## src/rtl/wdt_pkg.sv

```systemverilog
package wdt_pkg;
    localparam int WDT_REG_W  = 16;
    localparam int WDT_PRES_W = 4;

    typedef enum logic [1:0] {
        ACT_NONE = 2'b00,
        ACT_IRQ  = 2'b01,
        ACT_SMI  = 2'b10,
        ACT_RST  = 2'b11
    } wdt_act_e;

    typedef struct packed {
        logic [WDT_REG_W-1:0]  timeout;
        logic [WDT_PRES_W-1:0] pres;
        wdt_act_e              act1;
        wdt_act_e              act2;
        logic                  tick_off;
        logic                  f_ovf;
        logic                  f_int;
        logic                  f_smi;
        logic                  f_rst;
        logic                  rst_pulse;
    } wdt_regs_t;
endpackage

```

## src/rtl/wdt_prescaler.sv

```systemverilog
module wdt_prescaler #(
    parameter int PRES_W   = 4,
    parameter int PRES_MAX = 13
) (
    input  logic              clk,
    input  logic              rst_n,
    input  logic              clr,
    input  logic              tick,
    input  logic [PRES_W-1:0] code,
    output logic              step
);
    localparam int PCNT_W = (PRES_MAX > 0) ? PRES_MAX : 1;

    logic [PCNT_W-1:0] pcnt_d, pcnt_q;
    logic [PCNT_W-1:0] mask;

    always_comb begin
        for (int i = 0; i < PCNT_W; i++) begin
            mask[i] = (i < int'(code));
        end
        step   = tick && !clr && (pcnt_q >= mask);
        pcnt_d = pcnt_q;
        if (clr) begin
            pcnt_d = '0;
        end else if (tick) begin
            pcnt_d = step ? '0 : pcnt_q + 1'b1;
        end
    end

    always_ff @(posedge clk or negedge rst_n) begin
        if (!rst_n) pcnt_q <= '0;
        else        pcnt_q <= pcnt_d;
    end
endmodule

```

## src/rtl/wdt_countdown.sv

```systemverilog
module wdt_countdown #(
    parameter int CNT_W = 16
) (
    input  logic             clk,
    input  logic             rst_n,
    input  logic             load,
    input  logic [CNT_W-1:0] load_val,
    input  logic             step,
    input  logic [CNT_W-1:0] reload_val,
    output logic             exp1,
    output logic             exp2,
    output logic [CNT_W-1:0] cnt,
    output logic             stage2
);
    typedef struct packed {
        logic [CNT_W-1:0] cnt;
        logic             stage2;
    } cd_state_t;

    cd_state_t st_d, st_q;
    logic      expire;

    always_comb begin
        st_d   = st_q;
        expire = step && !load && (st_q.cnt <= CNT_W'(1));
        if (load) begin
            st_d.cnt    = load_val;
            st_d.stage2 = 1'b0;
        end else if (step) begin
            if (expire) begin
                st_d.cnt    = reload_val;
                st_d.stage2 = !st_q.stage2;
            end else begin
                st_d.cnt = st_q.cnt - 1'b1;
            end
        end
        exp1 = expire && !st_q.stage2;
        exp2 = expire &&  st_q.stage2;
    end

    always_ff @(posedge clk or negedge rst_n) begin
        if (!rst_n) st_q <= '0;
        else        st_q <= st_d;
    end

    assign cnt    = st_q.cnt;
    assign stage2 = st_q.stage2;
endmodule

```

## src/rtl/wdt_timer.sv

```systemverilog
module wdt_timer
    import wdt_pkg::*;
#(
    parameter int PRES_MAX = 13
) (
    input  logic        clk,
    input  logic        rst_n,
    input  logic        tick_en,
    input  logic [1:0]  addr,
    input  logic        wr_en,
    input  logic [1:0]  wr_strb,
    input  logic [15:0] wdata,
    output logic [15:0] rdata,
    output logic        irq,
    output logic        smi,
    output logic        sys_rst
);
    localparam logic [1:0] IDX_TO  = 2'd0;
    localparam logic [1:0] IDX_CFG = 2'd1;
    localparam logic [1:0] IDX_STS = 2'd2;

    wdt_regs_t regs_d, regs_q;

    logic                 kick, tick_live, step, exp1, exp2, stage2;
    logic                 sts_clr;
    logic [WDT_REG_W-1:0] cnt;
    wdt_act_e             fired;
    logic                 unused_bits;

    assign kick      = wr_en && (addr == IDX_TO) && (|wr_strb);
    assign tick_live = tick_en && !regs_q.tick_off;
    assign sts_clr   = wr_en && (addr == IDX_STS) && wr_strb[0] && wdata[0];
    assign unused_bits = ^{wdata[15:9], stage2};

    wdt_prescaler #(.PRES_W(WDT_PRES_W), .PRES_MAX(PRES_MAX)) u_pres (
        .clk  (clk),
        .rst_n(rst_n),
        .clr  (kick),
        .tick (tick_live),
        .code (regs_q.pres),
        .step (step)
    );

    wdt_countdown #(.CNT_W(WDT_REG_W)) u_cnt (
        .clk       (clk),
        .rst_n     (rst_n),
        .load      (kick),
        .load_val  (regs_d.timeout),
        .step      (step),
        .reload_val(regs_q.timeout),
        .exp1      (exp1),
        .exp2      (exp2),
        .cnt       (cnt),
        .stage2    (stage2)
    );

    always_comb begin
        regs_d = regs_q;
        fired  = exp1 ? regs_q.act1 : (exp2 ? regs_q.act2 : ACT_NONE);

        if (wr_en && addr == IDX_TO) begin
            if (wr_strb[0]) regs_d.timeout[7:0]  = wdata[7:0];
            if (wr_strb[1]) regs_d.timeout[15:8] = wdata[15:8];
        end
        if (wr_en && addr == IDX_CFG) begin
            if (wr_strb[0]) begin
                if (int'(wdata[3:0]) <= PRES_MAX) regs_d.pres = wdata[3:0];
                regs_d.act1 = wdt_act_e'(wdata[5:4]);
                regs_d.act2 = wdt_act_e'(wdata[7:6]);
            end
            if (wr_strb[1]) regs_d.tick_off = wdata[8];
        end

        if (sts_clr) begin
            regs_d.f_ovf = 1'b0;
            regs_d.f_int = 1'b0;
            regs_d.f_smi = 1'b0;
            regs_d.f_rst = 1'b0;
        end
        if (exp2)             regs_d.f_ovf = 1'b1;
        if (fired == ACT_IRQ) regs_d.f_int = 1'b1;
        if (fired == ACT_SMI) regs_d.f_smi = 1'b1;
        if (fired == ACT_RST) regs_d.f_rst = 1'b1;
        regs_d.rst_pulse = (fired == ACT_RST);
    end

    always_ff @(posedge clk or negedge rst_n) begin
        if (!rst_n) regs_q <= '0;
        else        regs_q <= regs_d;
    end

    always_comb begin
        case (addr)
            IDX_TO:  rdata = regs_q.timeout;
            IDX_CFG: rdata = {7'd0, regs_q.tick_off, regs_q.act2, regs_q.act1, regs_q.pres};
            IDX_STS: rdata = {12'd0, regs_q.f_rst, regs_q.f_smi, regs_q.f_int, regs_q.f_ovf};
            default: rdata = '0;
        endcase
    end

    assign irq     = regs_q.f_int;
    assign smi     = regs_q.f_smi;
    assign sys_rst = regs_q.rst_pulse;
endmodule

```

## config.mk

```make
export PLATFORM = sky130hd
export DESIGN_NAME = wdt_timer
export DESIGN_NICKNAME = d
export VERILOG_FILES = /design/src/rtl/wdt_pkg.sv /design/src/rtl/wdt_prescaler.sv /design/src/rtl/wdt_countdown.sv /design/src/rtl/wdt_timer.sv
export SDC_FILE = /design/constraint.sdc
export NUM_CORES = 1
export LEC_CHECK = 0
export CAP_MARGIN = 20
export CORE_ASPECT_RATIO = 1.5
export CORE_MARGIN = 2
export CORE_UTILIZATION = 46
export DETAILED_ROUTE_END_ITERATION = 10
export GPL_ROUTABILITY_DRIVEN = 1
export GPL_TIMING_DRIVEN = 0
export PLACE_DENSITY = 0.82
export RECOVER_POWER = 50
export SYNTH_ARGS = -nofsm -noshare
export SYNTH_HDL_FRONTEND = slang
export SYNTH_SLANG_ARGS = --single-unit
```

## constraint.sdc

```tcl
create_clock -name clk -period 2.5 [get_ports clk]
set_input_delay 0.25 -clock clk [delete_from_list [all_inputs] [get_ports clk]]
set_output_delay 0.25 -clock clk [all_outputs]
set_load 0.02 [all_outputs]
```

* After elaboration in Yosys (flattened, before gate mapping)
Cells that the tools add are included.
Word-level totals: output and inout bits 19, bits in registers 60
Cells by class: reduce and logical (&&, ||, !) cells 29, equal/unequal tests 5, add/sub/neg operators 2, order comparisons 16, mux-type cells 18
Operator list (count):
- $pmux W16 S3 | 1
- $mux W13 | 3
- $mux W17 | 2
- $mux W16 | 2
- $lt A4 B4 Y1 const A | 5
- $le A16 B1 Y1 const B | 1
- $lt A3 B4 Y1 const A | 4
- $mux W8 | 2
- $sub A16 B1 Y16 const B | 1
- $reduce_bool A2 Y1 | 7
- $add A13 B1 Y13 const B | 1
- $ge A13 B13 Y1 | 1
- $logic_and A1 B1 Y1 | 13
- $lt A1 B4 Y1 const A | 2
- $lt A2 B4 Y1 const A | 2
- $eq A2 B2 Y1 const B | 3
- $reduce_and A2 Y1 | 3
- $mux W1 | 5
- $eq A2 B1 Y1 const B | 2
- $le A4 B4 Y1 const B | 1
- $mux W2 | 2
- $mux W4 | 1
- $logic_not A1 Y1 | 3
- $reduce_and A3 Y1 | 1
- other kinds (2) | 2

* Longest topological paths before layout
depth after elaboration 13, gate-level depth with buffers 12, mapped depth without buffers 9

* Cells and area by module
A second synthesis with hierarchy kept.
Unflattened totals: cell total of the unflattened synthesis 430, area, all modules 4076.4 um^2
Modules (own cells, without submodules):
- wdt_timer | cells each 114, times used 1, area an instance 1497.7 um^2, seq. area each 750.7 um^2
- wdt_countdown | cells each 168, times used 1, area an instance 1373.8 um^2, seq. area each 425.4 um^2
- wdt_prescaler | cells each 148, times used 1, area an instance 1204.9 um^2, seq. area each 325.3 um^2

* Worst setup path before layout
Ideal clock, no wire load.
kind reg-to-reg, start register regs_q[12], end register u_cnt.st_q, in the netlist u_cnt.cnt[6], arrival time 2.520 ns, setup slack -0.146 ns, period minus slack after synthesis 2.646 ns, stages on the path, launching flop included 11, buffers on the path 2, setup time 0.126 ns, cell sequence dfrtp_1 > clkbuf_1 > nand2_1 > or2_2 > ha_1 > and4_1 > a2111o_1 > o21ai_2 > buf_6 > a211oi_1 > a221o_1
Between the ends: word-level cells in the longest chain between the ends 8, elaborated cells on any way between the ends 21, classes of those cells order compare (14); mux (3); reduce/logical (4)
Ends and longest elaborated chain:
- start, declared | RTL line wdt_timer.sv:22 | wdt_regs_t regs_d, regs_q;
- start signal, assigned | RTL line wdt_timer.sv:89 | else regs_q <= regs_d;
- $lt A1 B4 Y1, or another cell as far along | RTL line wdt_prescaler.sv:19 | mask[i] = (i < int'(code));
- $ge A13 B13 Y1 (*) | RTL line wdt_prescaler.sv:21 | step = tick && !clr && (pcnt_q >= mask);
- $logic_and A1 B1 Y1 (*) | RTL line wdt_prescaler.sv:21
- $logic_and A1 B1 Y1 (2 in a row) | RTL line wdt_countdown.sv:25 | expire = step && !load && (st_q.cnt <= CNT_W'(1));
- $mux W16 | RTL line wdt_countdown.sv:30 | if (expire) begin
- $mux W17 | RTL line wdt_countdown.sv:29 | end else if (step) begin
- $mux W17 | RTL line wdt_countdown.sv:26 | if (load) begin
- end signal, assigned | RTL line wdt_countdown.sv:43 | else st_q <= st_d;
- end, declared | RTL line wdt_countdown.sv:20 | cd_state_t st_d, st_q;
Every way passes the cells marked *; elsewhere a longest branch is shown, timed or not. The select of a mux whose other input is x is not followed. A chain may end at the register's enable or synchronous reset.

* Worst setup path in the final report
start register regs_q[13], end register u_cnt.st_q, in the netlist u_cnt.cnt[6]
Same word-level chain as after synthesis.

==> metrics.yaml <==
synthSimpleGateAreaFrac_pct: 19.8
clock_power_share_pct: 33.0
async_flop_share_pct: 100
drive_gt1_share_pct: 25.7
core_area_um2: 7910
postRouteWirelength_um: 10800
dp_cells: 543
slew_headroom_pct: 1.58
yosysWarnings: 0
grt_pass1_vias: 3563
critical_path_class: "reg -> reg"
clock.fmax_ghz: 0.375
mostFrequentLayoutCells: "dfrtp_1, clkdlybuf4s50_1, nand2_1"
outcome: "finished, violations left"
die_y_um: 114
drt_iter0_markers: 229
antenna_found_initial: 0
cellInternalPower_mw: 2.60
io_pins: 43
crit_arrival_ps: 2880
timing.final.hold_violations: 0
syn_inst: 396
insertion_delay_ps: 330
max_stage_delay_ps: 590
ys_seq_area_share_pct: 40.3
synth_largest_area_cell: "dfrtp_1"
final_cells: 575
avgSynthCellArea_um2: 9.40
cts_tree: "built"
final_nets: 506
cts_buffers: 9
grt_max_degree: 36
portBuffers: 41
multi_input_area_um2: 2350
syn-num-nets: 435
row_count: 40
clock_skew_ps: 5.55
period_minus_slack_ps: 2660
synth_area_leaders: "dfrtp_1, mux2_2, ha_1"
synth_edf_count: 0
htree_levels: 3
cap_violations: 0
cts.sinks: 60
clk_path_buf_depth: 2
synth_top_area_share_pct: 40.3
setup_ws_ps: -163
p_sw_mw: 1.28
yosysUniqueCellTypes: 61
crit_slowest_cell: "a2111o_2"
place_congestion: 0.839
violations: "negative setup slack"
start_util_pct: 47.1
die_w_um: 77.4
synth_top_family_by_area: "simple AND/OR/NAND/NOR gates"
synth_flop_cell: "dfrtp_1"
p_leak_nw: 2.12
cts_root_buf: "clkbuf_16"
ant_nets: 0
dpl.hpwl_um: 7030
synth_area_um2: 3720
remaining_drc_errors: 0
fp.dieArea_um2: 8840
comb_power_share_pct: 30.2
worstPathRequired_ps: 2710
synth-compound-area-share_pct: 16.6
synth.ff_latch_count: 60
worstHoldPathType: "reg -> reg"
grt_use_total_pct: 25.3
powerDensity_nw_per_um2: 762
dr.pass1.iters: 5
path_max_fanout: 10
syn_to_final_growth_pct: 36.6
via_per_inst: 5.95
period_share_pct: 107
cp_cell_sequence: "buf_8 > a31oi_1 > ha_1 > a21oi_1 > o21ai_1 > a2111o_2 > o21ai_4 > buf_6 > a211oi_2 > a221o_1"
vdd_drop_max_v: 0.000432
cts.clk_slew.worst_paths_ps: 50
vias: 3423
cp-start-kind: "flop"
routedWlPerCell_um: 18.8
synth_mux_area_share_pct: 9.35
p_sw_share_pct: 33.0
final-seq-area_um2: 1510
maxSlewViolCount: 0
setup_viol: 35
grt_pass1_wl_um: 17400
diodes: 0
fillers: 626
synth_xor_area_share_pct: 4.47
grt_overflow: 0
rsz0062_at_grt: "true"
synth_fa_ha_area_share_pct: 5.04
layout_commonest_cell: "dfrtp_1"
cp-end-kind: "flop"
worst_slew_pin_slew_ps: 1480
p_seq_share_pct: 36.8
whs_ps: 482
==> cells in the mapped netlist (5+ instances only) <==
cell type	count
dfrtp_1	60
nor2_1	45
nand2_1	39
mux2_2	22
o21ai_0	18
nand3_1	17
ha_1	15
inv_1	14
xor2_1	13
a21oi_1	12
clkbuf_1	12
mux2i_1	10
and2_1	9
nand4_1	8
a211oi_1	6
xnor2_1	6
nor3_1	5
==> registers in the layout, summed over array words and instances, names as in the netlist <==
name,cells
irq,1
regs_q,27
smi,1
sys_rst,1
u_cnt.cnt,16
u_cnt.stage2,1
u_pres.pcnt_q,13
==> per-stage QoR <==
step	TNS, ps	setup slack, ps	area [um^2]	power [mW]	util [%]
finish	-3090	-163	5080	3.87	64.3
global placement	-50180	-778	4310	2.34	54.5
detailed placement	-5970	-266	4320	2.39	54.7
floorplan	0	6.55	3770	2.05	-
global route	-6840	-266	5080	4.08	64.3
CTS	-2030	-126	4910	3.77	62.0
==> layout make-up <==
class                           instances  share of cell area (%)
Timing Repair Buffer                   62                    11.6
Clock buffer                           13                    5.51
Inverter                               14                    1.03
Tap cell                              105                    2.58
Sequential cell                        60                    29.6
Buffer                                 19                    2.73
Clock inverter                          1                   0.591
Multi-Input combinational cell        301                    46.3
==> metal layers <==
layer | track usage [%] | up-vias | part of all wire (%)
met2 | 44.3 | 99 | 54
met1 | 29.6 | 1724 | 39
met4 | 12.1 | 0 | 2.8
met3 | 4.81 | 24 | 4.4
li1 | - | 1576 | -
met5 | 0 | - | 0
==> power groups by stage <==
stage / clock network, mW / registers (mW) / logic, mW
6_report: 1.28 / 1.43 / 1.17
3_3_place_gp: 0 / 1.38 / 0.964
4_1_cts: 1.29 / 1.41 / 1.08
2_1_floorplan: 0 / 1.32 / 0.730
3_5_place_dp: 0 / 1.39 / 1.00
5_1_grt: 1.34 / 1.45 / 1.29
==> worst paths after layout <==
| check | start | slack, ps | depth (start not counted) | end |
|---|---|---|---|---|
| max | regs_q[13] | -160 | 10 | u_cnt.cnt[6] |
| min | regs_q[1] | 480 | 1 | regs_q[1] |
| max reg2reg | regs_q[13] | -160 | 10 | u_cnt.cnt[6] |
| min reg2reg | regs_q[1] | 480 | 1 | regs_q[1] |
| max in group asynchronous | rst_n | 380 | 3 | regs_q[5] |
| min in group asynchronous | rst_n | 810 | 2 | u_pres.pcnt_q[7] |
==> kinds of logic (layout without fill, tap and decap cells) <==
| kind of cell | count (synthesis) | in the layout |
|---|---|---|
| compound gates | 85 | 85 |
| xor+xnor | 19 | 19 |
| fa+ha+maj | 15 | 15 |
| buf+inv | 35 | 109 |
| flops | 60 | 60 |
| mux | 32 | 32 |
| simple gates | 150 | 150 |
==> repair_timing <==
item,CTS,global route
gates cloned,2,0
hold buffers,1,0
resized for setup,46,36
pin swaps,22,22
buffers inserted,10,7
hold endpoints to repair,25,0
setup endpoints to repair,42,35
==> critical path, delay by kind of cell (launching register included) <==
family                     cells  cell delay, ps
AOI/OAI and AO/OA              7            1510
adders and majority gates      1             270
buffers and inverters          2             320
DFF                            1             430
(Power assumes the default switching activity.)
